File: config.mk
export PLATFORM = sky130hd
export DESIGN_NAME = swcmd_seq_detect
export DESIGN_NICKNAME = d
export VERILOG_FILES = /design/src/rtl/swcmd_pkg.sv /design/src/rtl/swcmd_access_edge.sv /design/src/rtl/swcmd_seq_match.sv /design/src/rtl/swcmd_seq_detect.sv
export SDC_FILE = /design/constraint.sdc
export NUM_CORES = 1
export LEC_CHECK = 0
export BUFFER_PORTS_ARGS = -buffer_cell sky130_fd_sc_hd__buf_4
export CORE_UTILIZATION = 35
export CTS_BUF_LIST = sky130_fd_sc_hd__clkbuf_4
export CTS_CLUSTER_DIAMETER = 200
export DETAILED_ROUTE_END_ITERATION = 7
export PLACE_DENSITY = 0.6
export SLEW_MARGIN = 20
export SYNTH_ARGS = -nofsm -noshare
export SYNTH_HDL_FRONTEND = slang
export SYNTH_SLANG_ARGS = --single-unit
File: constraint.sdc
create_clock -name clk -period 5.7 [get_ports clk]
set_clock_uncertainty 0.15 [all_clocks]
set_input_delay 0.57 -clock clk [delete_from_list [all_inputs] [get_ports clk]]
set_output_delay 0.57 -clock clk [all_outputs]
set_load 0.01 [all_outputs]
File: src/rtl/swcmd_pkg.sv
// Package: shared sizes, table type and default command tables for the
// software command detector. Entry 0 of a table is the first read expected.
package swcmd_pkg;
    parameter int CMP_W   = 14;
    parameter int SEQ_LEN = 6;

    typedef logic [CMP_W-1:0]               cmd_addr_t;
    typedef logic [SEQ_LEN-1:0][CMP_W-1:0]  cmd_tab_t;

    parameter cmd_tab_t RECALL_TAB_DEF = {14'h0C63, 14'h303F, 14'h3C1F,
                                          14'h03E0, 14'h31C7, 14'h0E38};
    parameter cmd_tab_t STORE_TAB_DEF  = {14'h0FC0, 14'h303F, 14'h3C1F,
                                          14'h03E0, 14'h31C7, 14'h0E38};
endpackage

File: src/rtl/swcmd_access_edge.sv
// Module: swcmd_access_edge
// Turns the level chip-select into one access event per rising edge and
// classifies the event as a valid read or as any other access.
// Assumes bus pins are already synchronous to clk.
module swcmd_access_edge (
    input  logic clk,
    input  logic rst_n,
    input  logic cs_en,
    input  logic wr_req,
    input  logic hold_req,
    input  logic mask,
    output logic rd_evt,
    output logic other_evt
);
    logic cs_q;
    logic acc_evt;

    // Remember the previous select level for edge detection.
    always_ff @(posedge clk) begin
        if (!rst_n) cs_q <= 1'b0;
        else        cs_q <= cs_en;
    end

    // Classify the access that starts this cycle, if any.
    always_comb begin
        acc_evt   = cs_en && !cs_q && !mask;
        rd_evt    = acc_evt && !wr_req && !hold_req;
        other_evt = acc_evt && (wr_req || hold_req);
    end
endmodule

File: src/rtl/swcmd_seq_match.sv
// Module: swcmd_seq_match
// Tracks progress through one SEQ_LEN-entry address table and emits a
// one-cycle hit after the last entry. A wrong read restarts at step one if it
// equals entry 0, else returns to idle; other accesses and clr return to idle.
module swcmd_seq_match #(
    parameter swcmd_pkg::cmd_tab_t TABLE = swcmd_pkg::RECALL_TAB_DEF
) (
    input  logic                 clk,
    input  logic                 rst_n,
    input  logic                 clr,
    input  logic                 rd_evt,
    input  logic                 other_evt,
    input  swcmd_pkg::cmd_addr_t cmp_addr,
    output logic                 hit
);
    localparam int STEP_W = $clog2(swcmd_pkg::SEQ_LEN);
    localparam logic [STEP_W-1:0] LAST = STEP_W'(swcmd_pkg::SEQ_LEN - 1);

    logic [STEP_W-1:0] step;
    logic              exp_hit;
    logic              first_hit;

    // Compare the bus address with the expected and the first entries.
    always_comb begin
        exp_hit   = (cmp_addr == TABLE[step]);
        first_hit = (cmp_addr == TABLE[0]);
    end

    // Advance, restart or clear the step counter; pulse on completion.
    always_ff @(posedge clk) begin
        if (!rst_n) begin
            step <= '0;
            hit  <= 1'b0;
        end else begin
            hit <= 1'b0;
            if (clr || other_evt) begin
                step <= '0;
            end else if (rd_evt) begin
                if (exp_hit) begin
                    if (step == LAST) begin
                        step <= '0;
                        hit  <= 1'b1;
                    end else begin
                        step <= step + 1'b1;
                    end
                end else if (first_hit) begin
                    step <= STEP_W'(1);
                end else begin
                    step <= '0;
                end
            end
        end
    end
endmodule

File: src/rtl/swcmd_seq_detect.sv
// Module: swcmd_seq_detect (top)
// Detects the software recall and store commands embedded in read traffic
// and pulses one request per completed command. Observes the bus only.
// Assumes ADDR_W >= swcmd_pkg::CMP_W; upper address bits are ignored.
module swcmd_seq_detect #(
    parameter int                  ADDR_W     = 15,
    parameter swcmd_pkg::cmd_tab_t RECALL_TAB = swcmd_pkg::RECALL_TAB_DEF,
    parameter swcmd_pkg::cmd_tab_t STORE_TAB  = swcmd_pkg::STORE_TAB_DEF
) (
    input  logic              clk,
    input  logic              rst_n,
    input  logic              cs_en,
    input  logic              wr_req,
    input  logic              hold_req,
    input  logic [ADDR_W-1:0] addr,
    input  logic              seq_busy,
    output logic              recall_go,
    output logic              store_go
);
    localparam int NUM_CMD = 2;

    logic                 rd_evt;
    logic                 other_evt;
    swcmd_pkg::cmd_addr_t cmp_addr;
    logic [NUM_CMD-1:0]   hits;

    // Keep only the compared address bits.
    always_comb cmp_addr = addr[swcmd_pkg::CMP_W-1:0];

    swcmd_access_edge u_edge (
        .clk       (clk),
        .rst_n     (rst_n),
        .cs_en     (cs_en),
        .wr_req    (wr_req),
        .hold_req  (hold_req),
        .mask      (seq_busy),
        .rd_evt    (rd_evt),
        .other_evt (other_evt)
    );

    // One matcher per command table; index 0 is recall, 1 is store.
    for (genvar g = 0; g < NUM_CMD; g++) begin : g_cmd
        swcmd_seq_match #(
            .TABLE (g == 0 ? RECALL_TAB : STORE_TAB)
        ) u_match (
            .clk       (clk),
            .rst_n     (rst_n),
            .clr       (seq_busy),
            .rd_evt    (rd_evt),
            .other_evt (other_evt),
            .cmp_addr  (cmp_addr),
            .hit       (hits[g])
        );
    end

    assign recall_go = hits[0];
    assign store_go  = hits[1];
endmodule

## Yosys cells after proc, flatten, opt, wreduce, memory -nomap -nowiden

Memories as Yosys holds them, arrays and structs flattened. A register that Yosys moved wholly into a read port is not among the register bits.
Cells that the tools add are included.
W data, S select, Z words.

- Register bits: 9
- Latch bits: 0
- Memory bits (writable): 0
- Bits in read-only memories: 224
- Bits of input ports: 21
- Output and inout port bits: 2
- Logic and storage cells: 47
- Memories: 2

- Add/sub/neg operators: 2
- Multiply operators: 0
- Div/mod/pow operators: 0
- Order comparisons: 2
- Eq/ne operators: 5
- Shifts and indexed selects: 0
- Muxes and demuxes: 13
- Bitwise gates (word level): 4
- Reduce and logical (&&, ||, !) cells: 14

Memory list:

| memory | words | bits a word | read ports | clocked after Yosys merged registers in | wr ports | line | RTL |
|---|---|---|---|---|---|---|---|
| (no name shown) | 8 | 14 | 1 | 1 | 0 | swcmd_seq_match.sv:25 | `exp_hit = (cmp_addr == TABLE[step]);` |
| (no name shown) | 8 | 14 | 1 | 1 | 0 | swcmd_seq_match.sv:25 |  |

Operator list:

| cell | count |
|---|---|
| $eq A14 B14 Y1 | 2 |
| $mux W14 | 2 |
| $mux W3 | 8 |
| $eq A14 B12 Y1 const B | 1 |
| $lt A3 B4 Y1 const B | 2 |
| $reduce_or A4 Y1 | 2 |
| $add A3 B1 Y3 const B | 2 |
| $eq A3 B3 Y1 const B | 2 |
| $logic_and A1 B1 Y1 | 5 |
| $logic_not A1 Y1 | 4 |
| $not A1 Y1 | 4 |
| $mux W1 | 3 |
| $logic_or A1 B1 Y1 | 2 |
| $reduce_or A2 Y1 | 1 |

## Logic depth before layout (Yosys ltp)

- Depth in word-level cells: 7
- Mapped depth: 7
- Depth with buffers taken out: 6

## Hierarchy

A second synthesis with hierarchy kept.

- Cell total of the unflattened synthesis: 150
- Area total of the unflattened synthesis: 1378.8 sq um

By module, submodules not included:

| module | times used | cells each | area an instance (sq um) | seq. area each (sq um) |
|---|---|---|---|---|
| swcmd_seq_match at g_cmd[0].u_match | 1 | 80 | 718.2 | 240.2 |
| swcmd_seq_match at g_cmd[1].u_match | 1 | 64 | 608.1 | 200.2 |
| swcmd_access_edge | 1 | 6 | 52.6 | 20.0 |

## Worst setup path after synthesis

No wires, ideal clock.

- Kind: input -> register
- Start: input port addr[12]
- End: register (tool-made name)
- Setup time: 0.121 ns
- Data arrival time: 2.358 ns
- Data required time: 5.429 ns
- Slack: 3.071 ns
- Cell stages on the path: 6
- Buffers on the path: 0
- Path through: or4_1 or4_4 a41oi_1 o32ai_1 and2_4 mux2_4

RTL lines:

| what | line | RTL |
|---|---|---|
| from (decl) | swcmd_seq_detect.sv:15 | `input logic [ADDR_W-1:0] addr,` |

==> out/metrics.yaml <==
synth:
  synth_fa_ha_area_share_pct: 0
  synthXorXnorAreaFrac_pct: 6.79
  synth_compound_area_share_pct: 17.3
  synth_edf_count: 0
  syn-num-nets: 173
  synth_cell_types: 47
  synth_mux_area_share_pct: 3.49
  syn_area_mm2: 0.00129
  synth-seq-cells: 23
  synth_top_family_by_area: "simple AND/OR/NAND/NOR gates"
  synth_most_common_cell: "dfxtp_1"
  synthSimpleGateAreaFrac_pct: 32.9
  synthTopCellsByCount: "dfxtp_1 (23), nand3_1 (14), a21oi_1 (12)"
  yosysTopAreaCell: "dfxtp_1"
  avgSynthCellArea_um2: 8.49
  yosys_warnings: 0
  seq_area_frac_synth_pct: 35.7
  yosys.area.top_type_share_pct: 35.7
  synthArstFlopShare_pct: 0
  ys.flop_type: "dfxtp_1"
  ys_top_cells_by_area: "dfxtp_1 (36%), xor2_1 (6.1%), nand3_1 (5.4%), a21oi_1 (4.7%), nand2_1 (3.2%)"
  synthCells: 152
cells_and_area:
  seqCellArea_um2: 460
  nFillCells: 370
  fin_cells: 219
  diodes: 0
  drive_above_1_share_pct: 22.0
  multi_input_area_um2: 779
  syn_to_final_growth_pct: 16.9
  num-nets-final: 195
flow_run:
  cap_violations: 0
floorplanning:
  die_w_um: 62.7
  initial_core_util_pct: 37.5
  die_area_mm2: 0.00393
  die_y_um: 62.7
  coreArea_mm2: 0.00344
  rows: 21
  ioPinCount: 23
sta:
  layout_worst_path_cycle_share_pct: 46.9
  fin_ws_ps: 3030
  fin_crit_ps: 2670
  rsz0062_at_grt: "no"
  max_clock_freq_ghz: 0.374
  slew_violations: 0
  worst_slew_pin_slew_ps: 705
  maxSlewHeadroom_pct: 51.8
  worst_hold_slack_ps: 315
  finalHoldViolCount: 0
  finalSetupTns_ps: 0
  finalSetupViolCount: 0
clock_network:
  cts_tree: "built"
  clk_pin_slew_ps: 120
  postCtsSetupRepairBufs: 0
  cts-resized-gates: 0
  htreeDepth: 1
  clock_latency_ps: 310
  ctsHoldBuffers: 0
  clkSinkCount: 23
  clk_path_buf_depth: 2
  cts_buffers: 3
  clockRootBuffer: "clkbuf_4"
detailed_routing:
  drc: 0
  post_drt_via_cell_ratio: 5.54
  first_pass_iters: 5
  drtIter0Drc: 78
  drt-total-wl_um: 2840
  wl_per_cell_um: 12.9
  vias: 1213
  antenna_left: 0
setup_path:
  critPathLaunchType: "input pin"
  path_class: "input pin to flip-flop"
  worst_ep_required_time_ps: 5790
  cp-end-kind: "flip-flop"
  critPathMaxFanout: 7
  cp.arrival_ps: 2770
  regToRegSetupSlack_ps: 3190
  rr_worst_depth: 6
  crit_start: "addr[2]"
global_routing:
  grt_pass1_vias: 1064
  grt_max_degree: 13
  grt_pass1_wl_um: 4750
  grt_remaining_overflow: 0
  antenna_found_initial: 0
  track_usage_pct: 15.2
placed_design:
  place_inst: 215
  gp_congestion: 0.851
  numPortBuffers: 21
  hpwl_um: 2230
  dp_slack_ps: 2740
power:
  ir_drop_mv: 0.0659
  powerDensity_mw_per_mm2: 180
  total_leakage_power_nw: 0.529
worst_hold_path:
  hold_end: "u_edge.cs_q"
  holdCritStartpoint: "rst_n"
  whs_path_depth: 2
  min_path_type: "input pin to flip-flop"
status:
  status: "finished, final reports clean"
[metrics by stage]
step / total power [mW] / cell area, um^2 / utilization, %
after floorplan: 0.176 / 1290 / -
after global placement: 0.193 / 1480 / 42.9
after detailed placement: 0.194 / 1480 / 42.9
after CTS: 0.272 / 1510 / 43.8
after global routing: 0.284 / 1510 / 43.8
final: 0.271 / 1510 / 43.8
[worst max-delay path, stage by stage]
cell and delay, ps:
buf_4 130, or4_2 660, a222oi_1 430, and3_1 380, o311ai_0 240, a21o_1 210
a21oi_1 140
[cells by family (layout without fill, tap and decap cells)]
family,count (synthesis),count (layout)
XOR/XNOR,10,10
AO/OA/AOI/OAI,33,33
AND/OR/NAND/NOR,73,73
flip-flops,23,23
multiplexers,4,4
buffers and inverters,9,30
[layout make-up]
class                   instances  share of cell area, %
multi-input cells             120                   51.7
flip-flops and latches         23                   30.5
repair buffers                 22                   11.0
well taps                      46                   3.82
clock buffers                   4                   1.99
inverters                       4                  0.996
[report_power, final]
group / leakage (nW) / switching (mW) / total (mW) / internal [mW]
combinational: 0.324 / 0.0143 / 0.0291 / 0.0148
sequential: 0.186 / 0.000165 / 0.161 / 0.161
clock: 0.0184 / 0.0483 / 0.0804 / 0.0321
total: 0.529 / 0.0628 / 0.271 / 0.208
[cell usage in the layout, fill, tap and decap left out, drive strengths merged, types with 2 or more instances in the layout]
cell type and count:
nand4 2, nand2 11, or4b 2, nand2b 2
nor4 2, nor2 10, and3 2, and2 6
nand3 14, inv 4, or3 9, xor2 9
dfxtp 23, clkbuf 4, o21ai 8, buf 22
and4 2, or4 3, nor2b 3, mux2i 3
a21oi 12, a21o 3
[worst max path at each step]
stage | endpoint | slack, ps | cells past startpoint
floorplan | flip-flop | 3070 | 6
global placement | flip-flop | 2770 | 7
detailed placement | flip-flop | 2740 | 7
CTS | flip-flop | 3070 | 7
global route | flip-flop | 2950 | 7
finish | flip-flop | 3030 | 7
[layer usage]
layer / part of all wire, % / track usage, % / wire length, um
met4: 1.9 / 7.56 / 53
met3: 5.9 / 2.92 / 168
met5: 0 / 0 / 0
met2: 47 / 25.5 / 1330
met1: 45 / 18.4 / 1290
Power figures use the tool's default switching activity.
